--- config.mk ---
export PLATFORM = sky130hd
export DESIGN_NAME = cmp_flag_unit
export DESIGN_NICKNAME = d
export VERILOG_FILES = /design/src/rtl/cmp_flag_pkg.sv /design/src/rtl/cmp_ones_tree.sv /design/src/rtl/cmp_borrow_chain.sv /design/src/rtl/cmp_flag_unit.sv
export SDC_FILE = /design/constraint.sdc
export NUM_CORES = 1
export LEC_CHECK = 0
export CORE_AREA = 2 2 39 41
export DETAILED_ROUTE_END_ITERATION = 12
export DIE_AREA = 0 0 41 43
export DONT_BUFFER_PORTS = 1
export SLEW_MARGIN = 0
export SYNTH_ARGS = -nofsm -noshare
export SYNTH_HDL_FRONTEND = slang
export SYNTH_SLANG_ARGS = --single-unit
--- constraint.sdc ---
create_clock -name vclk -period 3.61
set_clock_uncertainty 0.15 [all_clocks]
set_input_delay 0.1805 -clock vclk [all_inputs]
set_output_delay 0.1805 -clock vclk [all_outputs]
set_load 0.01 [all_outputs]
--- src/rtl/cmp_flag_pkg.sv ---
package cmp_flag_pkg;

  // Carry out of a single full-adder position.
  function automatic logic fa_carry(input logic x, input logic y, input logic cin);
    return (x & y) | (x & cin) | (y & cin);
  endfunction

  // Smallest power of two that holds n leaves (n >= 1).
  function automatic int unsigned leaf_count(input int unsigned n);
    int unsigned p;
    p = 1;
    while (p < n) p = p * 2;
    return p;
  endfunction

endpackage

--- src/rtl/cmp_ones_tree.sv ---
module cmp_ones_tree
  import cmp_flag_pkg::*;
#(
  parameter int unsigned WIDTH = 8
) (
  input  logic [WIDTH-1:0] bits_in,
  output logic             all_set
);
  localparam int unsigned LEAVES = leaf_count(WIDTH);
  localparam int unsigned NODES  = 2 * LEAVES - 1;

  // Heap-ordered tree: node k has children 2k and 2k+1, leaves at LEAVES..NODES.
  logic [NODES:1] node;

  genvar g;
  generate
    for (g = 0; g < LEAVES; g++) begin : g_leaf
      if (g < WIDTH) begin : g_real
        assign node[LEAVES + g] = bits_in[g];
      end else begin : g_pad
        assign node[LEAVES + g] = 1'b1;
      end
    end
    for (g = 1; g < LEAVES; g++) begin : g_and
      assign node[g] = node[2*g] & node[2*g+1];
    end
  endgenerate

  assign all_set = node[1];
endmodule

--- src/rtl/cmp_borrow_chain.sv ---
module cmp_borrow_chain
  import cmp_flag_pkg::*;
#(
  parameter int unsigned WIDTH = 8
) (
  input  logic [WIDTH-1:0] minuend,
  input  logic [WIDTH-1:0] subtrahend,
  output logic             carry_out
);
  // Carry chain of minuend + ~subtrahend + 1; only the final carry is kept.
  logic [WIDTH:0] cy;

  assign cy[0] = 1'b1;

  genvar g;
  generate
    for (g = 0; g < WIDTH; g++) begin : g_bit
      assign cy[g+1] = fa_carry(minuend[g], ~subtrahend[g], cy[g]);
    end
  endgenerate

  assign carry_out = cy[WIDTH];
endmodule

--- src/rtl/cmp_flag_unit.sv ---
module cmp_flag_unit #(
  parameter int unsigned WIDTH = 8
) (
  input  logic [WIDTH-1:0] opd_a,
  input  logic [WIDTH-1:0] opd_b,
  output logic             flag_zero,
  output logic             flag_ones,
  output logic             flag_eq,
  output logic             flag_lt,
  output logic             flag_ge
);
  logic [WIDTH-1:0] a_inv;
  logic [WIDTH-1:0] bit_match;
  logic             sub_carry;   // named for the checker: B + ~A + 1 carry

  assign a_inv     = ~opd_a;
  assign bit_match = ~(opd_a ^ opd_b);

  cmp_ones_tree #(.WIDTH(WIDTH)) u_ones_det (
    .bits_in (opd_a),
    .all_set (flag_ones)
  );

  cmp_ones_tree #(.WIDTH(WIDTH)) u_zero_det (
    .bits_in (a_inv),
    .all_set (flag_zero)
  );

  cmp_ones_tree #(.WIDTH(WIDTH)) u_eq_det (
    .bits_in (bit_match),
    .all_set (flag_eq)
  );

  cmp_borrow_chain #(.WIDTH(WIDTH)) u_chain (
    .minuend    (opd_b),
    .subtrahend (opd_a),
    .carry_out  (sub_carry)
  );

  assign flag_lt = sub_carry & ~flag_eq;
  assign flag_ge = ~flag_lt;
endmodule

==> impl_metrics.yaml <==
run_status:
  status: "complete, no violations"
worst_setup_path:
  crit_slowest_cell: "o31ai_1"
  startpoint_type: "input pin"
  setup.worst_path.end_class: "output pin"
  slowest_delay_ns: 0.38
  cp-startpoint: "opd_a[2]"
  required_ns: 3.28
  critPathBufInv: 1
  path_max_fanout: 3
  path_cells: "inv_2 > ha_1 > o32a_1 > o221a_1 > o31ai_1"
  crit_family: "compound AO/OA/AOI/OAI gates"
  path_class: "in2out"
  arrival_ns: 1.30
final_layout:
  synthToLayoutAreaGrowth_pct: 7.273
  stdcell_area_um2: 295.3
  regArea_um2: 0
  final_core_util_pct: 21.34
  design.seq.count: 0
  diodes: 0
  n_fill_cell: 159
  nets: 64
  nClkBuffers: 0
  layout-drive-gt1-share_pct: 5.263
clock_network:
  cts_resized: 0
  post_cts_buffers: 0
  postCtsHoldBufs: 0
floorplan:
  core_area_mm2: 0.001384
  die_y_um: 43
  rows: 14
  die-area_mm2: 0.001763
  io_pins: 21
  die_w_um: 41
  initial_utilization_pct: 19.89
placement:
  place.gp.congestion: 0.7462
  placed_area_um2: 295.3
  dp_hpwl_um: 640.5
  port_buffers: 0
synth:
  synth.top_cell.area_share_pct: 36.36
  postSynthAreaPerCell_um2: 7.244
  synth_top_family_by_area: "adder cells"
  synth_area_um2: 275.3
  yosysMostFrequentCell: "ha_1"
  synth_fa_ha_area_share_pct: 36.36
  synthSimpleGateAreaFrac_pct: 26.36
  ys_top_cells_by_count: "ha_1 (8), inv_1 (7), nand4_1 (5)"
  synthMuxAreaShare_pct: 0
  ys_seq_area_share_pct: 0
  synth_compound_area_share_pct: 26.36
  post-synth-top-area-cell: "ha_1"
  yosys.area_share.xor_xnor_pct: 0
  synthTopCellsByArea: "ha_1 (36%), nand4_1 (11%), inv_1 (9.5%)"
  synth_cells: 38
  yosys_warnings: 0
  mappedNetlistNets: 62
  synth_cell_type_count: 17
global_routing:
  antenna_found_initial: 0
  grt-ovfl-total: 0
  grt_usage_pct: 7.892
  grt_max_degree: 5
  grt_pass1_vias: 278
  grt_pass1_wl_um: 1021
power:
  powerDensity_mw_per_mm2: 93.34
  leakage_nw: 0.1373
  finalPower_w: 0.00002756
  peakVddDrop_mv: 0.03804
worst_hold_path:
  min-delay-start: "opd_a[2]"
  hp-class: "in2out"
route:
  dr.pass1.iters: 3
  vias: 290
  wire_per_inst_um: 12.33
  drc: 0
  wl_um: 666
  viasPerCell: 5.370
  ant_nets: 0
  drt_iter0_markers: 5
timing:
  rsz0062_at_grt: "false"
  hold_violations: 0
  max_freq_mhz: 615.1
  finalSetupViolCount: 0
  fin_crit_sh_pct: 45.03
  slew_headroom_pct: 71.69
  worst_pin_slew_ns: 0.4210
  setup_tns_ns: 0
  slew_viol_final: 0
  finalCriticalPeriod_ns: 1.626
run:
  cap_violations: 0
## final timing paths
kind,slack (ns),endpoint,depth (start not counted)
setup / recovery,1.98,flag_ge,5
hold / removal,0.33,flag_ones,2
## power by group
group	total (W)	switching, W	internal [W]
registers	0	0	0
logic	0.0000276	0.0000145	0.0000130
clock network	0	0	0
total	0.0000276	0.0000145	0.0000130
## placed cells by master, fill, tap and decap left out
master    synthesis  final
inv_1             7      7
nor3_1            1      1
o31ai_1           1      1
inv_2             1      1
nor2b_1           1      1
ha_1              8      8
o21ai_0           2      2
a211o_1           1      1
nor2_1            4      4
a221oi_1          1      1
nand2b_1          1      1
a211oi_1          1      1
nand4_1           5      5
or4_2             1      1
o31a_1            1      1
o32a_1            1      1
o221a_1           1      1
## metal layers
metal	vias to the layer above	part of all wire (%)	global-route usage [%]
met3	0	12	2.094
met1	130	36	8.861
met5	-	0	0
met4	0	0	0
met2	13	52	14.69
li1	147	-	-
## per-stage QoR
step                setup WS, ns  hold slack [ns]  std cells
floorplan                  2.046           0.3156         38
global placement           1.966           0.3348         54
detailed placement         1.960           0.3342         54
CTS                        1.956           0.3331         54
global route               1.912           0.3420         54
finish                     1.984           0.3271         54
## layout make-up
cell class / instances / area, um2 / area share (%)
multi-input combinational: 30 / 245.2 / 83.05
inverter: 8 / 30.03 / 10.17
tap: 16 / 20.02 / 6.780
## kinds of logic (layout without fill, tap and decap cells)
group / count (synthesis) / in the layout
AO/OA/AOI/OAI: 9 / 9
buffers and inverters: 8 / 8
adder cells (fa/ha/maj): 8 / 8
AND/OR/NAND/NOR: 13 / 13
(Power assumes the default switching activity.)
